==> src/rtl/tlb_pair_pkg.sv <==
package tlb_pair_pkg;

    localparam int VA_W      = 32;
    localparam int PAGE_BITS = 12;
    localparam int VPN2_W    = VA_W - PAGE_BITS - 1;
    localparam int ASID_W    = 8;
    localparam int PFN_W     = 20;
    localparam int PA_W      = PFN_W + PAGE_BITS;

    typedef enum logic [1:0] {
        RES_HIT      = 2'd0,
        RES_MISS     = 2'd1,
        RES_INVALID  = 2'd2,
        RES_MODIFIED = 2'd3
    } tlb_res_e;

    typedef struct packed {
        logic             valid;
        logic             dirty;
        logic [PFN_W-1:0] pfn;
    } tlb_half_t;

    typedef struct packed {
        logic [VPN2_W-1:0] vpn2;
        logic [ASID_W-1:0] asid;
        logic              glob;
        logic [VA_W-1:0]   limit;
        tlb_half_t         even;
        tlb_half_t         odd;
    } tlb_entry_t;

    // Outcome of a lookup given whether any slot matched and the chosen half.
    function automatic tlb_res_e classify(input logic matched,
                                          input tlb_half_t half,
                                          input logic is_write);
        tlb_res_e r;
        if (!matched)
            r = RES_MISS;
        else if (!half.valid)
            r = RES_INVALID;
        else if (is_write && !half.dirty)
            r = RES_MODIFIED;
        else
            r = RES_HIT;
        return r;
    endfunction

endpackage

==> src/rtl/tlb_entry_store.sv <==
module tlb_entry_store
    import tlb_pair_pkg::*;
#(
    parameter int ENTRIES = 16,
    localparam int IDX_W  = $clog2(ENTRIES)
) (
    input  logic                      clk,
    input  logic                      rst,
    input  logic                      wr_en,
    input  logic [IDX_W-1:0]          wr_idx,
    input  tlb_entry_t                wr_entry,
    output tlb_entry_t [ENTRIES-1:0]  ent_q
);

    always_ff @(posedge clk) begin
        if (rst) begin
            ent_q <= '0;
        end else if (wr_en) begin
            ent_q[wr_idx] <= wr_entry;
        end
    end

    // a load lands in the addressed slot at the strobe edge
    p_load_lands_r10: assert property (@(posedge clk) disable iff (rst)
        wr_en |=> (ent_q[$past(wr_idx)] == $past(wr_entry)));

endmodule

==> src/rtl/tlb_match_vec.sv <==
module tlb_match_vec
    import tlb_pair_pkg::*;
#(
    parameter int ENTRIES = 16
) (
    input  tlb_entry_t [ENTRIES-1:0] ent,
    input  logic [VA_W-1:0]          vaddr,
    input  logic [ASID_W-1:0]        asid,
    output logic [ENTRIES-1:0]       match
);

    localparam int TAG_LSB = PAGE_BITS + 1;

    for (genvar i = 0; i < ENTRIES; i++) begin : g_cmp
        logic tag_eq;
        logic id_ok;
        logic in_range;
        always_comb begin
            tag_eq   = (ent[i].vpn2 == vaddr[VA_W-1:TAG_LSB]);
            id_ok    = ent[i].glob || (ent[i].asid == asid);
            in_range = (vaddr < ent[i].limit);
            match[i] = tag_eq && id_ok && in_range;
        end
    end

endmodule

==> src/rtl/tlb_low_first.sv <==
module tlb_low_first #(
    parameter int ENTRIES = 16,
    localparam int IDX_W  = $clog2(ENTRIES)
) (
    input  logic               clk,
    input  logic               rst,
    input  logic [ENTRIES-1:0] match,
    output logic               any,
    output logic [IDX_W-1:0]   idx,
    output logic [ENTRIES-1:0] grant
);

    always_comb begin
        any   = 1'b0;
        idx   = '0;
        grant = '0;
        for (int i = ENTRIES - 1; i >= 0; i--) begin
            if (match[i]) begin
                any   = 1'b1;
                idx   = IDX_W'(i);
                grant = ENTRIES'(1) << i;
            end
        end
    end

    // at most one winner, and it must be a matching slot
    p_single_winner_r9: assert property (@(posedge clk) disable iff (rst)
        $onehot0(grant) && ((grant & ~match) == '0));

    // nothing below the winner may match
    p_lowest_wins_r9: assert property (@(posedge clk) disable iff (rst)
        any |-> ((match & (grant - ENTRIES'(1))) == '0));

endmodule

==> src/rtl/tlb_pair_lookup.sv <==
module tlb_pair_lookup
    import tlb_pair_pkg::*;
#(
    parameter int ENTRIES = 16
) (
    input  logic                        clk,
    input  logic                        rst,
    input  logic                        wr_en,
    input  logic [$clog2(ENTRIES)-1:0]  wr_idx,
    input  logic [18:0]                 wr_vpn2,
    input  logic [7:0]                  wr_asid,
    input  logic                        wr_global,
    input  logic [31:0]                 wr_limit,
    input  logic [19:0]                 wr_pfn_even,
    input  logic                        wr_valid_even,
    input  logic                        wr_dirty_even,
    input  logic [19:0]                 wr_pfn_odd,
    input  logic                        wr_valid_odd,
    input  logic                        wr_dirty_odd,
    input  logic                        req_valid,
    input  logic [31:0]                 req_vaddr,
    input  logic                        req_write,
    input  logic [7:0]                  cur_asid,
    output logic                        rsp_valid,
    output logic [1:0]                  rsp_code,
    output logic [31:0]                 rsp_paddr,
    output logic                        rsp_can_read,
    output logic                        rsp_can_write
);

    localparam int IDX_W = $clog2(ENTRIES);

    tlb_entry_t               wr_entry;
    tlb_entry_t [ENTRIES-1:0] ent_q;
    logic [ENTRIES-1:0]       match;
    logic [ENTRIES-1:0]       grant;
    logic                     any_hit;
    logic [IDX_W-1:0]         win_idx;

    always_comb begin
        wr_entry.vpn2       = wr_vpn2;
        wr_entry.asid       = wr_asid;
        wr_entry.glob       = wr_global;
        wr_entry.limit      = wr_limit;
        wr_entry.even.pfn   = wr_pfn_even;
        wr_entry.even.valid = wr_valid_even;
        wr_entry.even.dirty = wr_dirty_even;
        wr_entry.odd.pfn    = wr_pfn_odd;
        wr_entry.odd.valid  = wr_valid_odd;
        wr_entry.odd.dirty  = wr_dirty_odd;
    end

    tlb_entry_store #(.ENTRIES(ENTRIES)) u_store (
        .clk      (clk),
        .rst      (rst),
        .wr_en    (wr_en),
        .wr_idx   (wr_idx),
        .wr_entry (wr_entry),
        .ent_q    (ent_q)
    );

    tlb_match_vec #(.ENTRIES(ENTRIES)) u_match (
        .ent   (ent_q),
        .vaddr (req_vaddr),
        .asid  (cur_asid),
        .match (match)
    );

    tlb_low_first #(.ENTRIES(ENTRIES)) u_pick (
        .clk   (clk),
        .rst   (rst),
        .match (match),
        .any   (any_hit),
        .idx   (win_idx),
        .grant (grant)
    );

    // Selection of the winning slot's half and the next response.
    tlb_entry_t       win_ent;
    tlb_half_t        half;
    tlb_res_e         code_d;
    logic             ok_d;
    logic [PA_W-1:0]  paddr_d;

    always_comb begin
        win_ent = ent_q[win_idx];
        half    = req_vaddr[PAGE_BITS] ? win_ent.odd : win_ent.even;
        code_d  = classify(any_hit, half, req_write);
        ok_d    = (code_d == RES_HIT);
        paddr_d = ok_d ? {half.pfn, req_vaddr[PAGE_BITS-1:0]} : '0;
    end

    tlb_res_e code_q;

    always_ff @(posedge clk) begin
        if (rst) begin
            rsp_valid     <= 1'b0;
            code_q        <= RES_MISS;
            rsp_paddr     <= '0;
            rsp_can_read  <= 1'b0;
            rsp_can_write <= 1'b0;
        end else begin
            rsp_valid <= req_valid;
            if (req_valid) begin
                code_q        <= code_d;
                rsp_paddr     <= paddr_d;
                rsp_can_read  <= ok_d;
                rsp_can_write <= ok_d && half.dirty;
            end
        end
    end

    assign rsp_code = code_q;

    // response strobe trails the request strobe by one cycle
    p_rsp_follows_req_r2: assert property (@(posedge clk) disable iff (rst)
        req_valid |=> rsp_valid);
    p_no_spurious_rsp_r2: assert property (@(posedge clk) disable iff (rst)
        !req_valid |=> !rsp_valid);

    // non-hit results carry no address and no permission
    p_nonhit_quiet_r8: assert property (@(posedge clk) disable iff (rst)
        (rsp_valid && rsp_code != 2'd0) |->
            (rsp_paddr == '0 && !rsp_can_read && !rsp_can_write));

    // a hit keeps the page offset of the captured request and grants read
    p_offset_kept_r7: assert property (@(posedge clk) disable iff (rst)
        (req_valid && code_d == RES_HIT) |=>
            (rsp_paddr[11:0] == $past(req_vaddr[11:0]) && rsp_can_read));

    // a granted write never reports a write-denied hit
    p_store_needs_dirty_r6: assert property (@(posedge clk) disable iff (rst)
        (rsp_valid && rsp_code == 2'd3) |-> !rsp_can_write);

endmodule

==> config.mk <==
export PLATFORM = sky130hd
export DESIGN_NAME = tlb_pair_lookup
export DESIGN_NICKNAME = d
export VERILOG_FILES = /design/src/rtl/tlb_pair_pkg.sv /design/src/rtl/tlb_entry_store.sv /design/src/rtl/tlb_match_vec.sv /design/src/rtl/tlb_low_first.sv /design/src/rtl/tlb_pair_lookup.sv
export SDC_FILE = /design/constraint.sdc
export NUM_CORES = 2
export LEC_CHECK = 0
export BUFFER_PORTS_ARGS = -buffer_cell sky130_fd_sc_hd__buf_2
export CORE_MARGIN = 2
export CORE_UTILIZATION = 25
export DETAILED_ROUTE_END_ITERATION = 8
export RECOVER_POWER = 100
export SLEW_MARGIN = 20
export SYNTH_ARGS = -nofsm -noshare
export SYNTH_HDL_FRONTEND = slang
export SYNTH_HIERARCHICAL = 1
export SYNTH_SLANG_ARGS = --single-unit
==> constraint.sdc <==
create_clock -name clk -period 13.9 [get_ports clk]
set_clock_uncertainty 0.2 [all_clocks]
set_input_delay 0 -clock clk [delete_from_list [all_inputs] [get_ports clk]]
set_output_delay 0 -clock clk [all_outputs]
set_load 0.05 [all_outputs]
# Word-level counts from Yosys, hierarchy flattened
# Index checks and enable logic that the tools add are counted.
# Widths: inputs -> output; s select.
totals:
  input_bits: 153
  mem_bits_rw: 0
  wordCells: 311
  regBits: 1701
  latch_bits: 0
  rom_bits: 0
  n_memories: 0
classes:
  n_eq_ne: 32
  n_bitwise: 0
  mux: 42
  n_reduce_logical: 53
  n_shift: 0
  n_addsub: 0
  n_mul: 0
  order_cmp: 19
  div: 0
op_table:
  columns: ["operator", "n"]
  rows:
  - ["$bwmux 1664", 1]
  - ["$lt 32x32->1", 16]
  - ["$bmux 104 s4", 1]
  - ["$demux 104 s4", 1]
  - ["$eq 19x19->1", 16]
  - ["$eq 8x8->1", 16]
  - ["$mux 104", 1]
  - ["$mux 4", 16]
  - ["$mux 44", 1]
  - ["$logic_and 1x1->1", 35]
  - ["$mux 32", 1]
  - ["$mux 22", 1]
  - ["$logic_or 1x1->1", 16]
  - ["$mux 1", 16]
  - ["$lt 4x5->1 const B", 2]
  - ["$mux 2", 3]
  - ["$ge 4x1->1 const B", 1]
  - ["$logic_not 2->1", 1]
  - ["$logic_not 1->1", 1]

# Logic depth before layout (Yosys ltp)
depth:
  ltp_word: 30
  depth_mapped: 21
  depth_no_buf: 18

# By module
# Netlist, hierarchy kept.
by_module_without_submodules:
  columns: ["mod", "cells_per_inst", "seq_area_each_um2", "n_inst", "area_per_inst_um2"]
  rows:
  - ["tlb_entry_store", 5708, 33311.9, 1, 63746.1]
  - ["tlb_match_vec", 2365, 0.0, 1, 17314.1]
  - ["tlb_pair_lookup", 483, 740.7, 1, 7106.8]
  - ["tlb_low_first", 53, 0.0, 1, 322.8]

# Worst setup path after synthesis
# No wires, ideal clock.
synth_timing:
  kind: "reg2reg"
  from: "register u_store/ent_q[267] (netlist name)"
  to: "register rsp_paddr[12]"
  path_stages_with_launch: 18
  t_arrival_ps: 4060
  path_slack_ps: 9499
  synth_period_minus_slack_ps: 4401
  t_required_ps: 13559
  path_cell_list: "dfxtp_1 -> inv_1 -> ha_1 -> nand4_1 -> or4_1 -> nor4_1 -> a21oi_1 -> a21oi_1 -> nor3_1 -> or3_1 -> o22ai_1 -> buf_2 -> buf_2 -> buf_2 -> mux4_2 -> mux4_2 -> mux2i_1 -> o31ai_2"
synth_between:
  elab_chain_len: 15
  elab_cells_between_ends: 18
  cone_classes: "order compare: 1; mux: 13; reduce/logical: 4"
synth_rtl:
  columns: ["item", "line_no", "text"]
  rows:
  - ["$lt 32x32->1 *", "tlb_match_vec.sv:21", "in_range = (vaddr < ent[i].limit);"]
  - ["$logic_and 1x1->1 *", "tlb_match_vec.sv:22", "match[i] = tag_eq && id_ok && in_range;"]
  - ["named net match[2]", "tlb_pair_lookup.sv:35", "logic [ENTRIES-1:0] match;"]
  - ["$mux 4 * (3 in series)", "tlb_low_first.sv:18", "if (match[i]) begin"]
  - ["named net win_idx[0]", "tlb_pair_lookup.sv:38", "logic [IDX_W-1:0] win_idx;"]
  - ["$bmux 104 s4 *", "tlb_pair_lookup.sv:86", "win_ent = ent_q[win_idx];"]
  - ["$mux 44 (not written as such) *", "tlb_pair_lookup.sv:86", null]
  - ["$mux 22 *", "tlb_pair_lookup.sv:87", "half = req_vaddr[PAGE_BITS] ? win_ent.odd : win_ent.even;"]
  - ["$logic_not 1->1", "tlb_pair_pkg.sv:41", "else if (is_write && !half.dirty)"]
  - ["$logic_and 1x1->1", "tlb_pair_pkg.sv:41", null]
  - ["$mux 2", "tlb_pair_pkg.sv:41", null]
  - ["$mux 2", "tlb_pair_pkg.sv:39", "else if (!half.valid)"]
  - ["$mux 2", "tlb_pair_pkg.sv:37", "if (!matched)"]
  - ["$logic_not 2->1", "tlb_pair_lookup.sv:89", "ok_d = (code_d == RES_HIT);"]
  - ["$mux 32 *", "tlb_pair_lookup.sv:90", "paddr_d = ok_d ? {half.pfn, req_vaddr[PAGE_BITS-1:0]} : '0;"]
  - ["end signal: assignment", "tlb_pair_lookup.sv:106", "rsp_paddr <= paddr_d;"]
  - ["end: declaration", "tlb_pair_lookup.sv:26", "output logic [31:0] rsp_paddr,"]
# Mark *: on every way through the listed nets, which the timed path passes. The rest lies on a longest branch. The select of a mux whose other input is x is not followed.
# A chain may end at the register's enable or synchronous reset.

# Worst setup path in the final report
layout_timing:
  from: "register u_store/ent_q[1091] (netlist name)"
  to: "register rsp_paddr[14]"
layout_between:
  elab_chain_len: 23
  elab_cells_between_ends: 34
  cone_classes: "order compare: 1; mux: 29; reduce/logical: 4"
layout_rtl:
  columns: ["item", "line_no"]
  rows:
  - ["$lt 32x32->1 *", "tlb_match_vec.sv:21"]
  - ["$logic_and 1x1->1 *", "tlb_match_vec.sv:22"]
  - ["named net match[10]", "tlb_pair_lookup.sv:35"]
  - ["$mux 4 * (11 in series)", "tlb_low_first.sv:18"]
  - ["named net win_idx[1]", "tlb_pair_lookup.sv:38"]
  - ["$bmux 104 s4 *", "tlb_pair_lookup.sv:86"]
  - ["$mux 44 (not written as such) *", "tlb_pair_lookup.sv:86"]
  - ["$mux 22 *", "tlb_pair_lookup.sv:87"]
  - ["$logic_not 1->1", "tlb_pair_pkg.sv:41"]
  - ["$logic_and 1x1->1", "tlb_pair_pkg.sv:41"]
  - ["$mux 2", "tlb_pair_pkg.sv:41"]
  - ["$mux 2", "tlb_pair_pkg.sv:39"]
  - ["$mux 2", "tlb_pair_pkg.sv:37"]
  - ["$logic_not 2->1", "tlb_pair_lookup.sv:89"]
  - ["$mux 32 *", "tlb_pair_lookup.sv:90"]
# Marked as above.

==> impl_results.md <==
* Status: finished, violations left
* Failing checks: max-capacitance violations, max-slew violations
* Max Clock Freq at 0.09846 GHz
* Leakage at between 40 and 50 nW
* Max-slew violations at 1846
* Die X at approximately 600 microns
* Synthesized Nets at 9239
* Final Hold Fails at 0
* Mapped Area at a little under 90000 sq um
* GR Util met3 at 0.01494
* RSZ-0062 raised after global routing: false
* Row Count at 218
* Clock Latency Late Sink at ~0.91 ns
* CTS Hold Buffers Added at roughly 140
* Crit path depth at 21
* R2r worst-path depth at 21
* Area delta synth->final at 13.69%
* Resized cells post-CTS at 0
* Critical-path maximum fanout at 38
* Met1 usage at 0.1935
* Setup Fix Bufs, Post-CTS at 0
* Vias per cell at 4.441
* Die area at 358200 sq um
* Initial core utilization at 0.2509
* FILL cells at about 37000
* Hold Crit Depth at 3
* CTS tree: built
* Met2 Use GR at 0.2435
* Crit Path Class: register to register
* H-tree Lvls at 4
* Pwr dens at roughly 110 nW/um^2
* Hold WC Path Type: input port to register
* Initial antenna violation count at 21
* CP max stage delay at 2.23 ns
* Grt ovf at 0
* Vias after detailed routing at 59444
* Clock Sinks at 1701
* GRT Resource Usage Total at 0.1440
* Avg Inst Size Synth at roughly 10 sq um
* Post-synthesis cell count at 8590
* Crit path DAT at approximately 11 ns
* Endpoints failing setup at 0
* # IOs at 190
* Max_slew headroom at -2.016
* Period utilization at 0.7307
* Tmin final at roughly 10 ns
* CP endpoint kind: register
* Maximum vdd drop at 0.00009300 V
* Worst path buffer plus inverter count at 4
* Detailed placement HPWL at 163100 microns
* Share of layout cells above drive strength 1 at 0.08913
* Top delay family on crit path: compound AO/OA/AOI/OAI gates
* Startpoint types: register
* CP max-delay cell: clkbuf_1
* Setup TNS at 0 ns
* Multi-input logic area at 49190 sq um
* Total core area at 352100 sq um
* Reg area at 34050 sq um
* Top Usage Layer GRT: met2
* Yosys warning total at 6
* Max clock buf depth at 4
* First-pass GRT wire length at 395200 microns
* Worst EP required at roughly 14 ns
* Routed wire length at roughly 260000 microns
* Max Cap Viol at 43
* Clk slew on worst S/H paths at 0.06 ns
* CTS Buf Count at 189
* Largest net degree at the start of global routing at 193
* # nets final at between 9000 and 10000
* Gpl congestion at 0.7892
* Detailed-router iteration count before antenna repair at 5
* CTS Root Cell: clkbuf_16
* Drt drc at 0
* Final core occ at 0.2853
* Die Span Y at 598.5 microns
* Starting DRT DRC Count at approximately 3500
* Slew @ Worst Pin at 4.524 ns
* Final ANT Viol Nets at 0
* IO buf count at approximately 190
* WL/cell at 19.74 microns
* Vias in the first global route at approximately 60000
* Crit-path cells: inv_1 > ha_1 > a21oi_1 > o21a_1 > a2bb2oi_1 > o311a_1 > o21ai_0 > a211oi_1 > nor2_1 > o31ai_1 > a21boi_0 > o32ai_4 > buf_4 > clkbuf_1 > mux2i_1 > a22oi_1 > a211oi_1 > o41ai_4 > nand4_1 > buf_4 > o31ai_1
==> cells in the final DEF (no fill, tap or decap), drive strengths merged, types with 127 or more instances in the layout <==
cell and instances:
clkbuf 340, inv 524, ha 496, buf 218
xor2 305, mux2i 1716, nand2b 1799, dfxtp 1701
mux4 200, xnor2 127, a21oi 212, dlygate4sd3 141
==> state kept, by name, indices dropped and copies added, names as in the netlist <==
name and flops:
u_store/ent_q 1664, rsp_paddr 32, rsp_code 2, rsp_can_read 1, rsp_can_write 1, rsp_valid 1
==> path summary, 6_finish.rpt <==
path	from	end	slack, ns
setup reg to reg	u_store/ent_q[1091]	rsp_paddr[14]	3.74
hold reg to reg	u_store/ent_q[49]	u_store/ent_q[49]	0.27
setup / recovery	u_store/ent_q[1091]	rsp_paddr[14]	3.74
hold / removal	wr_asid[3]	u_store/ent_q[1432]	0.04
==> power breakdown <==
part	internal, mW	switching [mW]
Combinational	0.363	0.553
Sequential	4.94	0.0338
Clock	3.03	2.13
==> layout make-up <==
| class | instances | area share |
|---|---|---|
| repair buffers | 437 | 0.03041 |
| inverters | 519 | 0.01939 |
| diodes | 5 | 0.0001245 |
| clock inverters | 72 | 0.008208 |
| multi-input cells | 5659 | 0.4897 |
| well taps | 4730 | 0.05891 |
| flip-flops and latches | 1701 | 0.3390 |
| clock buffers | 262 | 0.05434 |
==> worst reg2reg max path, stage by stage, from the launching register on <==
cell	delay, ns
dfxtp_1	0.34
inv_1	0.05
ha_1	0.32
a21oi_1	0.16
o21a_1	0.17
a2bb2oi_1	0.19
o311a_1	0.34
o21ai_0	0.36
a211oi_1	0.96
nor2_1	0.14
o31ai_1	0.10
a21boi_0	0.19
o32ai_4	0.16
buf_4	0.45
clkbuf_1	2.25
mux2i_1	0.31
a22oi_1	0.29
a211oi_1	0.16
o41ai_4	0.43
nand4_1	1.35
buf_4	0.78
o31ai_1	0.29
==> layer usage <==
| layer | share of wire | vias up |
|---|---|---|
| met5 | 0.00011 | - |
| met4 | 0.027 | 4 |
| met3 | 0.034 | 325 |
| met2 | 0.47 | 958 |
| met1 | 0.47 | 29255 |
| li1 | - | 28902 |
==> stage by stage <==
stage / cells / area [sq um] / setup WS [ns] / total power [mW] / hold slack (ns)
after CTS: 13378 / 100800 / 6.409 / 11.16 / 0.006150
after global routing: 13382 / 100500 / 3.262 / 11.44 / 0.03963
after global placement: 12903 / 93080 / 6.360 / 5.958 / 0.2554
after detailed placement: 12903 / 93090 / 6.210 / 5.963 / 0.2597
final: 13385 / 100500 / 3.744 / 11.05 / 0.03639
after floorplan: 8590 / 88370 / 9.510 / 5.649 / -0.04208
Note: power is estimated with default switching activity, not from simulation.
